### config.mk
export PLATFORM = sky130hd
export DESIGN_NAME = irq_casc_top
export DESIGN_NICKNAME = d
export VERILOG_FILES = /design/src/rtl/irq_casc_pkg.sv /design/src/rtl/irq_casc_ctrl.sv /design/src/rtl/irq_casc_dp.sv /design/src/rtl/irq_casc_top.sv
export SDC_FILE = /design/constraint.sdc
export NUM_CORES = 1
export LEC_CHECK = 0
export ABC_AREA = 1
export BUFFER_PORTS_ARGS = -buffer_cell sky130_fd_sc_hd__buf_2
export CAP_MARGIN = 40
export CELL_PAD_IN_SITES_DETAIL_PLACEMENT = 0
export CELL_PAD_IN_SITES_GLOBAL_PLACEMENT = 1
export CORE_UTILIZATION = 34
export CTS_CLUSTER_SIZE = 30
export DETAILED_ROUTE_END_ITERATION = 10
export HOLD_SLACK_MARGIN = 0.03
export PLACE_DENSITY = 0.74
export RECOVER_POWER = 25
export SLEW_MARGIN = 40
export SYNTH_ARGS = -nofsm -noshare
export SYNTH_HDL_FRONTEND = slang
export SYNTH_SLANG_ARGS = --single-unit
### constraint.sdc
create_clock -name clk -period 1.16 [get_ports clk]
set_clock_uncertainty 0.05 [all_clocks]
set_input_delay 0.116 -clock clk [delete_from_list [all_inputs] [get_ports clk]]
set_output_delay 0.116 -clock clk [all_outputs]
set_load 0.02 [all_outputs]
### src/rtl/irq_casc_pkg.sv
package irq_casc_pkg;

  // Byte offsets on a 4-byte stride
  localparam int OFS_PEND     = 0;
  localparam int OFS_EN_SET   = 4;
  localparam int OFS_EN_CLR   = 8;
  localparam int OFS_MASK_SET = 12;
  localparam int OFS_MASK_CLR = 16;
  localparam int OFS_PRIO     = 20;

  typedef struct packed {
    logic ack;
    logic enSet;
    logic enClr;
    logic mkSet;
    logic mkClr;
  } wrStrobe_t;

  typedef enum logic [2:0] {
    RD_NONE,
    RD_PEND,
    RD_ENABLE,
    RD_MASK,
    RD_PRIO
  } rdSel_e;

endpackage

### src/rtl/irq_casc_ctrl.sv
module irq_casc_ctrl
  import irq_casc_pkg::*;
#(
  parameter int ADDR_W = 6
) (
  input  logic              busSel,
  input  logic              busWr,
  input  logic [ADDR_W-1:0] busAddr,
  output wrStrobe_t         strobe,
  output rdSel_e            rdSel
);

  logic doWrite;
  logic doRead;

  assign doWrite = busSel && busWr;
  assign doRead  = busSel && !busWr;

  always_comb begin
    strobe = '0;
    rdSel  = RD_NONE;
    case (busAddr)
      ADDR_W'(OFS_PEND): begin
        strobe.ack = doWrite;
        if (doRead) rdSel = RD_PEND;
      end
      ADDR_W'(OFS_EN_SET): begin
        strobe.enSet = doWrite;
        if (doRead) rdSel = RD_ENABLE;
      end
      ADDR_W'(OFS_EN_CLR): begin
        strobe.enClr = doWrite;
        if (doRead) rdSel = RD_ENABLE;
      end
      ADDR_W'(OFS_MASK_SET): begin
        strobe.mkSet = doWrite;
        if (doRead) rdSel = RD_MASK;
      end
      ADDR_W'(OFS_MASK_CLR): begin
        strobe.mkClr = doWrite;
        if (doRead) rdSel = RD_MASK;
      end
      ADDR_W'(OFS_PRIO): begin
        if (doRead) rdSel = RD_PRIO;
      end
      default: begin
        strobe = '0;
        rdSel  = RD_NONE;
      end
    endcase
  end

endmodule

### src/rtl/irq_casc_dp.sv
module irq_casc_dp
  import irq_casc_pkg::*;
#(
  parameter int NUM_SRC = 16,
  parameter int DATA_W  = 16
) (
  input  logic               clk,
  input  logic               rstN,
  input  logic [NUM_SRC-1:0] srcIn,
  input  wrStrobe_t          strobe,
  input  rdSel_e             rdSel,
  input  logic [DATA_W-1:0]  wData,
  output logic [DATA_W-1:0]  rData,
  output logic               irqOut
);

  localparam int IDX_W = (NUM_SRC > 1) ? $clog2(NUM_SRC) : 1;

  logic [NUM_SRC-1:0] wBits;
  logic [NUM_SRC-1:0] ackBits;
  logic [NUM_SRC-1:0] enReg;
  logic [NUM_SRC-1:0] enNext;
  logic [NUM_SRC-1:0] maskReg;
  logic [NUM_SRC-1:0] maskNext;
  logic [NUM_SRC-1:0] pendReg;
  logic [NUM_SRC-1:0] actv;
  logic [IDX_W-1:0]   prioIdx;
  logic               prioFound;

  assign wBits   = wData[NUM_SRC-1:0];
  assign ackBits = strobe.ack ? wBits : '0;

  // Set then clear, so a clear reaching the same bit wins
  always_comb begin
    enNext   = (enReg   | (strobe.enSet ? wBits : '0)) & ~(strobe.enClr ? wBits : '0);
    maskNext = (maskReg | (strobe.mkSet ? wBits : '0)) & ~(strobe.mkClr ? wBits : '0);
  end

  always_ff @(posedge clk) begin
    if (!rstN) begin
      enReg   <= '0;
      maskReg <= '0;
    end else begin
      enReg   <= enNext;
      maskReg <= maskNext;
    end
  end

  // One latch cell per source; acknowledge beats a simultaneous set
  for (genvar g = 0; g < NUM_SRC; g++) begin : gPend
    always_ff @(posedge clk) begin
      if (!rstN)                    pendReg[g] <= 1'b0;
      else if (ackBits[g])          pendReg[g] <= 1'b0;
      else if (srcIn[g] && enReg[g]) pendReg[g] <= 1'b1;
    end
  end

  assign actv = pendReg & maskReg;

  always_ff @(posedge clk) begin
    if (!rstN) irqOut <= 1'b0;
    else       irqOut <= |actv;
  end

  // Lowest index wins: scan downward so the last hit is the smallest
  always_comb begin
    prioIdx = '0;
    for (int i = NUM_SRC - 1; i >= 0; i--) begin
      if (actv[i]) prioIdx = IDX_W'(i);
    end
    prioFound = |actv;
  end

  always_comb begin
    rData = '0;
    case (rdSel)
      RD_PEND:   rData = DATA_W'(pendReg);
      RD_ENABLE: rData = DATA_W'(enReg);
      RD_MASK:   rData = DATA_W'(maskReg);
      RD_PRIO: begin
        rData[IDX_W-1:0] = prioIdx;
        rData[DATA_W-1]  = prioFound;
      end
      default:   rData = '0;
    endcase
  end

  // enable moves only on an enable strobe
  p_en_stable_r3: assert property (@(posedge clk) disable iff (!rstN)
    !(strobe.enSet || strobe.enClr) |=> $stable(enReg));

  // mask moves only on a mask strobe
  p_mask_stable_r4: assert property (@(posedge clk) disable iff (!rstN)
    !(strobe.mkSet || strobe.mkClr) |=> $stable(maskReg));

  // no new pending bit without an enabled high source
  p_pend_source_r5: assert property (@(posedge clk) disable iff (!rstN)
    1'b1 |=> ((pendReg & ~$past(pendReg) & ~$past(srcIn & enReg)) == '0));

  // a pending bit only falls through an acknowledge
  p_pend_hold_r5: assert property (@(posedge clk) disable iff (!rstN)
    1'b1 |=> ((~pendReg & $past(pendReg) & ~$past(ackBits)) == '0));

  // acknowledged bits are clear after the edge
  p_ack_clears_r6: assert property (@(posedge clk) disable iff (!rstN)
    strobe.ack |=> ((pendReg & $past(wBits)) == '0));

  // combined line rises or falls one cycle after the active set
  p_irq_rise_r7: assert property (@(posedge clk) disable iff (!rstN)
    $rose(irqOut) |-> $past(|actv));
  p_irq_fall_r7: assert property (@(posedge clk) disable iff (!rstN)
    $fell(irqOut) |-> !$past(|actv));

  // reported index is active and nothing below it is
  p_prio_lowest_r8: assert property (@(posedge clk) disable iff (!rstN)
    prioFound |-> (actv[prioIdx] &&
                   ((actv & ((NUM_SRC'(1) << prioIdx) - NUM_SRC'(1))) == '0)));

endmodule

### src/rtl/irq_casc_top.sv
module irq_casc_top
  import irq_casc_pkg::*;
#(
  parameter int NUM_SRC = 16,
  parameter int DATA_W  = 16,
  parameter int ADDR_W  = 6
) (
  input  logic               clk,
  input  logic               rstN,
  input  logic               busSel,
  input  logic               busWr,
  input  logic [ADDR_W-1:0]  busAddr,
  input  logic [DATA_W-1:0]  busWdata,
  output logic [DATA_W-1:0]  busRdata,
  input  logic [NUM_SRC-1:0] srcIn,
  output logic               irqOut
);

  wrStrobe_t strobe;
  rdSel_e    rdSel;

  irq_casc_ctrl #(.ADDR_W(ADDR_W)) u_ctrl (
    .busSel  (busSel),
    .busWr   (busWr),
    .busAddr (busAddr),
    .strobe  (strobe),
    .rdSel   (rdSel)
  );

  irq_casc_dp #(.NUM_SRC(NUM_SRC), .DATA_W(DATA_W)) u_dp (
    .clk    (clk),
    .rstN   (rstN),
    .srcIn  (srcIn),
    .strobe (strobe),
    .rdSel  (rdSel),
    .wData  (busWdata),
    .rData  (busRdata),
    .irqOut (irqOut)
  );

endmodule

== Yosys cells after proc, flatten, opt, wreduce, memory -nomap -nowiden ==
Index checks and enable logic that the tools add are counted.
Widths: inputs -> output; s select.

* Add/subtract/negate cells: 0
* Multiply operators: 0
* Divide/modulo/power cells: 0
* $lt $le $gt $ge: 0
* Equality and inequality tests: 9
* Shifts and indexed selects: 0
* Muxes and demuxes: 34
* Bitwise operators: 8
* Reductions and logical operators: 39

{| class="wikitable"
|+ Operator list
! operator !! number
|-
| $mux 16 || 5
|-
| $mux 4 || 16
|-
| $and 16x16->16 || 3
|-
| $reduce_or 2->1 || 18
|-
| $pmux 11 s3 || 1
|-
| $not 16->16 || 2
|-
| $or 16x16->16 || 2
|-
| $logic_and 1x1->1 || 18
|-
| $pmux 4 s4 || 1
|-
| $reduce_or 16->1 || 1
|-
| $eq 6x4->1 const B || 2
|-
| $eq 6x5->1 const B || 2
|-
| $pmux 3 s4 || 1
|-
| $eq 3x2->1 const B || 2
|-
| $eq 6x3->1 const B || 1
|-
| $logic_not 6->1 || 1
|-
| $mux 1 || 6
|-
| $mux 2 || 2
|-
| $pmux 1 s4 || 1
|-
| $eq 3x1->1 const B || 1
|-
| $eq 3x3->1 const B || 1
|-
| $mux 3 || 1
|-
| $logic_not 1->1 || 1
|-
| $not 1->1 || 1
|}

* Register bits: 49
* Latch bits: 0
* RAM bits: 0
* Memory bits (read-only): 0
* Bits of input ports: 42
* Output and inout bits: 17
* Word-level logic and storage cells: 109
* Memories: 0

== Logic depth before layout (Yosys ltp) ==
Gate-level depths: netlist of the first run.

* Word-level depth: 18
* Gate-level depth with buffers: 18
* Depth with buffers taken out: 18

== Hierarchy ==
A second synthesis of the first run with hierarchy kept.

* Cell total of the unflattened synthesis: 310
* Area total of the unflattened synthesis: 2,383.5 um^2

{| class="wikitable"
|+ Modules (own cells, without submodules)
! module !! instances !! cells an instance !! area each (um^2) !! seq. area each (um^2)
|-
| irq_casc_dp || 1 || 280 || 2,218.4 || 980.9
|-
| irq_casc_ctrl || 1 || 30 || 165.2 || 0.0
|}

== Worst setup path after synthesis of the first run ==
No wires, ideal clock.

* Path type: input-to-output
* From: in busAddr[1]
* To: out busRdata[12]
* Data arrival time: 1.347 ns
* Data required time: 0.994 ns
* Setup slack: -0.353 ns
* Stages on the path: 10
* Path buffers: 1
* Path through: nor2_2 -> inv_2 -> nor3_4 -> nand2_1 -> nand2_1 -> inv_2 -> nor2_4 -> inv_2 -> buf_6 -> o221ai_1

* Cells in the longest elaborated chain, start to end: 5
* Elaborated cells on any way between the ends: 13
* Those cells by class: 8 x eq/ne; 2 x mux; 3 x reduce/logical

{| class="wikitable"
|+ Ends and longest elaborated chain
! element !! RTL line !! RTL
|-
| start, declared || irq_casc_top.sv:12 || <nowiki>input logic [ADDR_W-1:0] busAddr,</nowiki>
|-
| $eq 6x4->1 (tied with other cells) || irq_casc_ctrl.sv:22 || <nowiki>case (busAddr)</nowiki>
|-
| $reduce_or 2->1 (no line) || -- ||
|-
| $pmux 3 s4 * || irq_casc_ctrl.sv:22 ||
|-
| $eq 3x2->1 or $eq 3x1->1 (tied branches) || irq_casc_dp.sv:76 || <nowiki>case (rdSel)</nowiki>
|-
| $pmux 11 s3 * || irq_casc_dp.sv:76 ||
|-
| end, declared || irq_casc_top.sv:14 || <nowiki>output logic [DATA_W-1:0] busRdata,</nowiki>
|}

Every way passes the cells marked *; elsewhere a longest branch is shown, timed or not.

== Worst setup path in the final report of the first run ==
* From: reg u_dp.maskReg[15]
* To: out busRdata[0]

* Cells in the longest elaborated chain, start to end: 18

{| class="wikitable"
|+ Ends and longest elaborated chain
! element !! RTL line !! RTL
|-
| start, declared || irq_casc_dp.sv:23 || <nowiki>logic [NUM_SRC-1:0] maskReg;</nowiki>
|-
| start signal, assigned || irq_casc_dp.sv:45 || <nowiki>maskReg <= maskNext;</nowiki>
|-
| $and 16x16->16 || irq_casc_dp.sv:58 || <nowiki>assign actv = pendReg & maskReg;</nowiki>
|-
| $mux 4 (16 in a row) || irq_casc_dp.sv:69 || <nowiki>if (actv[i]) prioIdx = IDX_W'(i);</nowiki>
|-
| $pmux 4 s4 || irq_casc_dp.sv:76 ||
|}

No other way between the ends.

==> results of run 1 <==
-- power groups by stage --
stage	logic [uW]	clock network, uW	registers (uW)
after CTS	348	1080	1690
after global placement	250	0	1720
after global routing	402	1130	1690
after floorplan	112	0	1720
after detailed placement	252	0	1730
final	367	1050	1690
-- critical path, stage by stage, from the launching register on --
cell and delay (ns):
dfxtp_2 0.33, nand2_2 0.07, inv_2 0.03, nand2_1 0.05
nand2_1 0.04, nand2_1 0.05, nand2_1 0.04, nand2_1 0.08
nand2_1 0.06, nand2_1 0.05, nand2_1 0.05, nand2_1 0.06
nand2_1 0.05, nand2_1 0.07, nand2_1 0.05, nand2_1 0.05
nand2_1 0.05, nand2_1 0.06, nand2_2 0.05, buf_6 0.13
-- worst paths after layout --
path | start | end | slack, ns
setup / recovery | u_dp.maskReg[15] | busRdata[0] | -0.73
hold / removal | rstN | u_dp.pendReg[12] | 0.10
setup reg to reg | u_dp.pendReg[14] | u_dp.irqOut | -0.01
hold reg to reg | u_dp.enReg[11] | u_dp.pendReg[11] | 0.45
-- metal layers --
layer | GRT usage (%) | up-vias
met5 | 0 | -
met4 | 7.39 | 0
met1 | 28.7 | 1434
li1 | - | 1547
met2 | 41.6 | 57
met3 | 3.79 | 2
-- sequential cells by signal (all words and copies together) (netlist names) --
signal	flops
u_dp.enReg	16
u_dp.maskReg	16
u_dp.pendReg	16
u_dp.irqOut	1
-- layout by cell type, fill, tap and decap left out, types with 4 or more instances in the layout --
cell	count
nor2_1	53
inv_1	49
nand2_1	47
buf_4	43
dfxtp_1	41
buf_2	39
o21ai_2	37
buf_6	25
a21oi_1	17
o21ai_0	16
dlygate4sd3_1	16
o21ai_1	15
nand2_4	14
nand2_2	12
nor2_2	10
o221ai_4	9
buf_12	9
dfxtp_2	8
nor2_4	5
inv_2	5
o22ai_1	5
clkbuf_8	5
clkinvlp_4	4
nand4_1	4
o2111ai_4	4
-- repair_timing --
item,4_1_cts,5_1_grt
gates resized for setup,144,49
cloned,1,2
hold buffers,16,0
hold endpoints to repair,16,0
endpoints found under the setup margin,23,49
setup buffers,22,5
pin swaps,21,19
-- layout make-up --
class	count	area, um2
tap	99	124
multi-input combinational	268	1960
clock inverter	3	22.5
sequential	49	991
inverter	59	239
clock buffer	5	68.8
timing repair buffer	138	1240
fill	672	2760
-- metrics by stage --
stage | setup TNS [ns] | worst slack [ns]
3_5_place_dp | -18.71 | -0.582
5_1_grt | -16.51 | -0.899
6_report | -11.51 | -0.726
2_1_floorplan | -2.94 | -0.208
4_1_cts | -17.65 | -0.743
3_3_place_gp | -18.32 | -0.564
-- cell families after synthesis --
| logic type | synth area share, % |
|---|---|
| and+or+nand+nor | 26.1 |
| AOI/OAI and AO/OA | 25.6 |
| buffers and inverters | 11.5 |
| DFF | 36.7 |
==> flow_summary.ini, run 1 <==
[run_status]
status = finished, violations left
violations = negative setup slack

[global_route]
track_usage_pct = 23.4
grt-ovfl-total = 0
grt_pass1_wl_mm = 15.1
first_global_vias = 3124
grt_max_degree = 18
antenna_found_initial = 0

[drt]
dr.pass1.iters = 4
first_iter_violations = 101
top_layer = met4
via_per_inst = 4.90
drc_errors = 0
via_count = 3040
wl_met2_mm = 4.84
wl_per_cell_um = 15.0
met1_length_mm = 4.10
wl_met3_um = 311
routed_wl_mm = 9.30
postRouteAntennaNets = 0

[floorplan]
die_x_um = 90.6
core_um2 = 7410
die_h_um = 90.6
top_level_ports = 59
start_util_pct = 36.1
rows = 31
floorplan.die_area_um2 = 8220

[sta]
worstMarginPinSlew_ns = 0.331
max-slew-margin-rel_pct = 77.9
setup_violations = 45
fin_crit_sh_pct = 163
setup_ws_ns = -0.726
timing.fmax_mhz = 530
slew_violations = 0
hold_violations = 0
fin_crit_ns = 1.89
rsz0062_at_grt = true
worst_hold_slack_ns = 0.101

[cells_and_area]
layoutNonFillerInstCount = 621
finalInstanceArea_um2 = 4650
final_layout_size_suffix_gt1_share_pct = 48.5
diodes = 0
finalNetCount = 563
post-route-util_pct = 62.8
synthToLayoutAreaGrowth_pct = 74.1

[logic_synthesis]
synthTopCellsByCount = 67 x o21ai_0, 64 x nor2_1, 62 x nand2_1, 51 x inv_1, 49 x dfxtp_1
synthTopCellsByArea = dfxtp_1 37%, o21ai_0 13%, nor2_1 9.0%
yosysMostFrequentCell = o21ai_0
ys_types = 35
synth_area_um2 = 2670
syn-num-nets = 431
netlist_instances = 389
synth_top_area_share_pct = 36.7
ys_warn_count = 0
avgSynthCellArea_um2 = 6.87
synth_seq_cells = 49
yosysTopAreaCell = dfxtp_1
synth-edff-count = 0
postSynth.asyncResetShare_pct = 0
seq_area_frac_synth_pct = 36.7
synth_top_flop_cell = dfxtp_1

[power_and_ir_drop]
powerDensity_nw_per_um2 = 668
p_sw_share_pct = 26.8
clkPwrFrac_pct = 33.9
power_uw = 3100
power_switching_uw = 833
pwr-share-comb_pct = 11.8
p_seq_share_pct = 54.3
ir_drop_mv = 0.616
internal_power_uw = 2270
p_leak_uw = 0.00211

[hold_path]
hold_path_depth = 3
hold_class = input pin to flip-flop

[cts]
h-tree-depth = 2
clock-sinks = 49
cts_tree = done
clk_pin_slew_worst_paths_ns = 0.11
cts_buffers = 5
clk_latency_ns = 0.30
cts.path.max_buffers = 2
cts_root_buf = clkbuf_8

[worst_setup_path]
startpoint_type = flip-flop
r2r_cells = 7
cp.required_ns = 0.99
crit_type = flip-flop to primary output
end_kind = primary output
crit_fanout = 2
arrival_ns = 1.72

[placement]
dp_cells = 587
placedInstanceArea_um2 = 3730
io_buffers = 58
globalplace.congestion = 0.839
dp_hpwl_mm = 5.98

[flow_run]
maxCapViolCount = 0
(Power assumes the default switching activity.)
==> run 2: changes to the inputs <==
==> constraint.sdc (replaced) <==
create_clock -name clk -period 1.16 [get_ports clk]
set_clock_uncertainty 0.05 [all_clocks]
set_input_delay 0.058 -clock clk [delete_from_list [all_inputs] [get_ports clk]]
set_output_delay 0.058 -clock clk [all_outputs]
set_load 0.02 [all_outputs]
==> run 2 against run 1 <==
  * The flow still finishes with violations (negative setup slack)
  * Core utilization decreased by 6.1 points
  * Largest power group unchanged
  * Via count down 3.2%
  * Global-route usage fell by 2.2 points
  * Critical path depth unchanged
  * Critical endpoint unchanged
  * Cell area down 9.7%
  * Fmax up 4.3%
  * Register-to-register slack lost 0.09 ns
  * Non-clock buffer count fell by 5
==> flow_summary.ini, run 2 (synthesis gave the netlist of run 1 again) <==
[hold_path]
min-delay-start = busWdata[11]
hold_path_depth = 4
hold_class = input pin to flip-flop
holdPathEnd = u_dp.pendReg[11]

[power_and_ir_drop]
clkPwrFrac_pct = 34.6
power_switching_uw = 785
p_seq_share_pct = 55.4
p_leak_uw = 0.00188
pwr-share-comb_pct = 10.0
p_sw_share_pct = 25.8
ir_drop_mv = 0.457
internal_power_uw = 2260
powerDensity_nw_per_um2 = 725

[global_route]
track_usage_pct = 21.3
first_global_vias = 2828
grt-ovfl-total = 0
grt_pass1_wl_mm = 13.8
grt_max_degree = 19
antenna_found_initial = 0

[floorplan]
core_um2 = 7410
rows = 31
floorplan.die_area_um2 = 8220
start_util_pct = 36.1
top_level_ports = 59
die_x_um = 90.6
die_h_um = 90.6

[placement]
placedInstanceArea_um2 = 3700
io_buffers = 58
dp_hpwl_mm = 6.23
dp_cells = 588
dp_slack_ns = -0.474
globalplace.congestion = 0.812

[sta]
slew_violations = 0
hold_violations = 0
setup_violations = 21
rsz0062_at_grt = true
fin_crit_sh_pct = 156
worst_hold_slack_ns = 0.0526
worstMarginPinSlew_ns = 0.264
timing.fmax_mhz = 553
fin_crit_ns = 1.81
setup_ws_ns = -0.648
max-slew-margin-rel_pct = 82.4
setup_tns_ns = -9.36

[cts]
clk_latency_ns = 0.31
cts_tree = done
cts_buffers = 5
h-tree-depth = 2
clk_pin_slew_worst_paths_ns = 0.10
clock-sinks = 49
cts_root_buf = clkbuf_8
cts.path.max_buffers = 2

[worst_setup_path]
r2r_end = u_dp.irqOut
crit_type = flip-flop to primary output
crit_fanout = 2
arrival_ns = 1.70
end_kind = primary output
rrSetupSlack_ns = -0.10
worst_r2r_startpoint = u_dp.pendReg[0]
startpoint_type = flip-flop
cp.required_ns = 1.05
r2r_cells = 8

[drt]
postRouteAntennaNets = 0
via_per_inst = 4.77
wl_per_cell_um = 13.8
drc_errors = 0
dr.pass1.iters = 4
via_count = 2943
routed_wl_mm = 8.51
first_iter_violations = 81

[cells_and_area]
finalInstanceArea_um2 = 4200
final_layout_size_suffix_gt1_share_pct = 41.3
diodes = 0
finalNetCount = 559
final_cell_mix = 62 x o21ai_0, 58 x nor2_1, 50 x inv_1
final_common_cell = o21ai_0
layoutNonFillerInstCount = 617
synthToLayoutAreaGrowth_pct = 57.2
reg.largest.list = u_dp.enReg (16), u_dp.maskReg (16), u_dp.pendReg (16)

[flow_run]
maxCapViolCount = 0

[run_status]
status = finished, violations left
violations = negative setup slack
run 2: metal layers:
layer	routed length (um)	vias to the layer above	track usage, %
li1	-	1527	-
met1	3970	1357	28.3
met2	4220	54	36.9
met3	261	5	3.03
met4	53	0	3.23
met5	0	-	0
run 2: worst max-delay path, stage by stage, from the launching register on:
cell and delay [ns]:
dfxtp_2 0.33, nand2_2 0.08, inv_1 0.04, nand2_1 0.05, nand2_1 0.05, nand2_1 0.05, nand2_1 0.05, nand2_1 0.06
nand2_1 0.05, nand2_1 0.06, nand2_1 0.05, nand2_1 0.05, nand2_1 0.04, nand2_1 0.05, nand2_1 0.04, nand2_1 0.05
nand2_1 0.05, nand2_1 0.07, nand2_2 0.05, buf_6 0.13
run 2: cell type report:
class / count / area, um2
repair inverters: 1 / 8.76
multi-input cells: 268 / 1710
clock buffers: 6 / 72.6
fillers: 760 / 3210
clock inverters: 2 / 13.8
inverters: 59 / 231
flip-flops and latches: 49 / 1000
repair buffers: 133 / 1040
well taps: 99 / 124
run 2: worst max-delay path by stage:
stage,start,end,slack (ns),cells after the start
global placement,busAddr[2],busRdata[10],-0.46,13
detailed placement,busAddr[2],busRdata[9],-0.47,13
floorplan,u_dp.pendReg[15],busRdata[0],-0.11,18
finish,u_dp.maskReg[15],busRdata[0],-0.65,19
CTS,u_dp.pendReg[15],busRdata[0],-0.66,19
global route,u_dp.maskReg[15],busRdata[0],-0.82,19
run 2: timing repair:
action                     CTS  global route
hold endpoints to repair    16             0
hold buffers                17             0
setup buffers                2             1
setup endpoints to repair   17            24
resized for setup           64            23
cloned                       1             0
pin swaps                   14             9
run 2: power groups by stage:
stage	clock network [uW]	logic, uW	registers (uW)
6_report	1050	304	1690
2_1_floorplan	0	110	1720
3_5_place_dp	0	248	1730
4_1_cts	1070	303	1690
3_3_place_gp	0	246	1720
5_1_grt	1140	335	1690
run 2: per-stage QoR:
| step | utilization (%) | total power [uW] |
|---|---|---|
| after detailed placement | 50.0 | 1970 |
| final | 56.7 | 3040 |
| after floorplan | - | 1830 |
| after global routing | 56.7 | 3160 |
| after CTS | 56.2 | 3060 |
| after global placement | 50.0 | 1970 |
==> run 3: changes to the inputs <==
--- a/config.mk
+++ b/config.mk
@@ -6,7 +6,7 @@
 export NUM_CORES = 1
 export LEC_CHECK = 0
 export ABC_AREA = 1
-export BUFFER_PORTS_ARGS = -buffer_cell sky130_fd_sc_hd__buf_2
+export BUFFER_PORTS_ARGS = -buffer_cell sky130_fd_sc_hd__buf_4
 export CAP_MARGIN = 40
 export CELL_PAD_IN_SITES_DETAIL_PLACEMENT = 0
 export CELL_PAD_IN_SITES_GLOBAL_PLACEMENT = 1
==> run 3 against run 2 <==
  * The flow still finishes with violations (negative setup slack)
  * First-iteration DRC count fell by 32%
  * Global-route usage is 0.32 points lower
  * Critical path depth unchanged
  * Critical path type unchanged
  * Power grew 2.4%
==> flow_summary.ini, run 3 (synthesis gave the netlist of run 1 again) <==
[run_status]
status = finished, violations left
violations = negative setup slack

[power_and_ir_drop]
clkPwrFrac_pct = 34.9
internal_power_uw = 2350
power_switching_uw = 763
p_seq_share_pct = 54.1
ir_drop_mv = 0.507
pwr-share-comb_pct = 11.0
powerDensity_nw_per_um2 = 720
p_leak_uw = 0.00193
p_sw_share_pct = 24.5

[hold_path]
hold_path_depth = 4
hold_class = input pin to flip-flop

[worst_setup_path]
arrival_ns = 1.71
crit_fanout = 2
startpoint_type = flip-flop
crit_type = flip-flop to primary output
r2r_cells = 10
end_kind = primary output
cp.required_ns = 1.05

[cts]
clock-sinks = 49
cts.path.max_buffers = 2
clk_latency_ns = 0.30
cts_tree = done
cts_root_buf = clkbuf_8
cts_buffers = 5
h-tree-depth = 2
clk_pin_slew_worst_paths_ns = 0.10

[cells_and_area]
diodes = 0
reg.largest.list = u_dp.enReg (16), u_dp.maskReg (16), u_dp.pendReg (16)
post-route-util_pct = 58.4
finalNetCount = 561
seqCellArea_um2 = 1000
final_layout_size_suffix_gt1_share_pct = 41.0
num-fill-cells = 715
final_common_cell = buf_4
synthToLayoutAreaGrowth_pct = 62.0
final_cell_mix = 94 x buf_4, 63 x o21ai_0, 59 x nor2_1
multi_input_comb_area_um2 = 1690

[sta]
rsz0062_at_grt = true
worstMarginPinSlew_ns = 0.408
fin_crit_ns = 1.81
slew_violations = 0
setup_ws_ns = -0.655
setup_violations = 17
hold_violations = 0
max-slew-margin-rel_pct = 72.7
fin_crit_sh_pct = 156
timing.fmax_mhz = 551

[drt]
routed_wl_mm = 8.32
drc_errors = 0
postRouteAntennaNets = 0
dr.pass1.iters = 4
via_count = 2900
wl_per_cell_um = 13.4
first_iter_violations = 55
via_per_inst = 4.68

[floorplan]
die_h_um = 90.6
top_level_ports = 59
floorplan.die_area_um2 = 8220
die_x_um = 90.6
rows = 31
core_um2 = 7410
start_util_pct = 36.1

[global_route]
antenna_found_initial = 0
first_global_vias = 2882
grt_max_degree = 21
track_usage_pct = 21.0
grt_pass1_wl_mm = 13.8
grt-ovfl-total = 0

[placement]
io_buffers = 58
dp_hpwl_mm = 6.22
dp_slack_ns = -0.471
globalplace.congestion = 0.782

[flow_run]
maxCapViolCount = 0
==> run 3: final cells by class <==
type / count / area share (%)
clock buffers: 6 / 1.91
clock inverters: 2 / 0.318
repair buffers: 136 / 27.3
flip-flops and latches: 49 / 23.2
inverters: 59 / 5.32
well taps: 99 / 2.86
multi-input cells: 268 / 39.1
==> run 3: timing repair <==
action | CTS | global route
gates resized for setup | 47 | 20
buffers inserted | 7 | 2
endpoints found under the hold margin | 16 | 0
endpoints found under the setup margin | 17 | 19
hold buffers | 17 | 0
pin swaps | 14 | 7
==> run 3: power groups by stage <==
stage / logic (uW) / registers (uW) / clock network [uW]
final: 343 / 1690 / 1090
after global placement: 284 / 1730 / 0
after floorplan: 110 / 1720 / 0
after global routing: 376 / 1690 / 1200
after detailed placement: 286 / 1730 / 0
after CTS: 337 / 1690 / 1120
==> run 3: path summary, 6_finish.rpt <==
kind	to	slack, ns	startpoint
setup / recovery	busRdata[0]	-0.65	u_dp.maskReg[15]
hold / removal	u_dp.maskReg[5]	0.06	busWdata[5]
hold reg to reg	u_dp.pendReg[11]	0.45	u_dp.enReg[11]
setup reg to reg	u_dp.irqOut	-0.28	u_dp.pendReg[4]
==> run 3: critical path: stages (launching register included) <==
cell and delay [ns]:
dfxtp_2 0.34, nand2_2 0.08, inv_1 0.04, nand2_1 0.05, nand2_1 0.05, nand2_1 0.05
nand2_1 0.04, nand2_1 0.05, nand2_1 0.05, nand2_1 0.06, nand2_1 0.05, nand2_1 0.06
nand2_1 0.05, nand2_1 0.05, nand2_1 0.05, nand2_1 0.05, nand2_1 0.05, nand2_1 0.07
nand2_2 0.05, buf_6 0.13
==> run 3: per-stage QoR <==
stage | cell area (um2) | power (uW) | setup TNS, ns | hold slack [ns] | cells
after global placement | 3830 | 2010 | -13.20 | 0.251 | 586
after floorplan | 2900 | 1830 | -1.10 | 0.144 | 389
after global routing | 4330 | 3260 | -10.84 | 0.0655 | 619
final | 4330 | 3110 | -7.64 | 0.0640 | 619
after detailed placement | 3830 | 2010 | -13.33 | 0.255 | 586
after CTS | 4280 | 3140 | -7.11 | 0.0531 | 617
==> run 3: per-layer routing <==
| metal | routed length (um) | vias up | global-route usage, % |
|---|---|---|---|
| met5 | 0 | - | 0 |
| met3 | 259 | 4 | 3.87 |
| met2 | 4110 | 47 | 37.2 |
| met4 | 32 | 0 | 2.28 |
| li1 | - | 1528 | - |
| met1 | 3920 | 1321 | 27.0 |
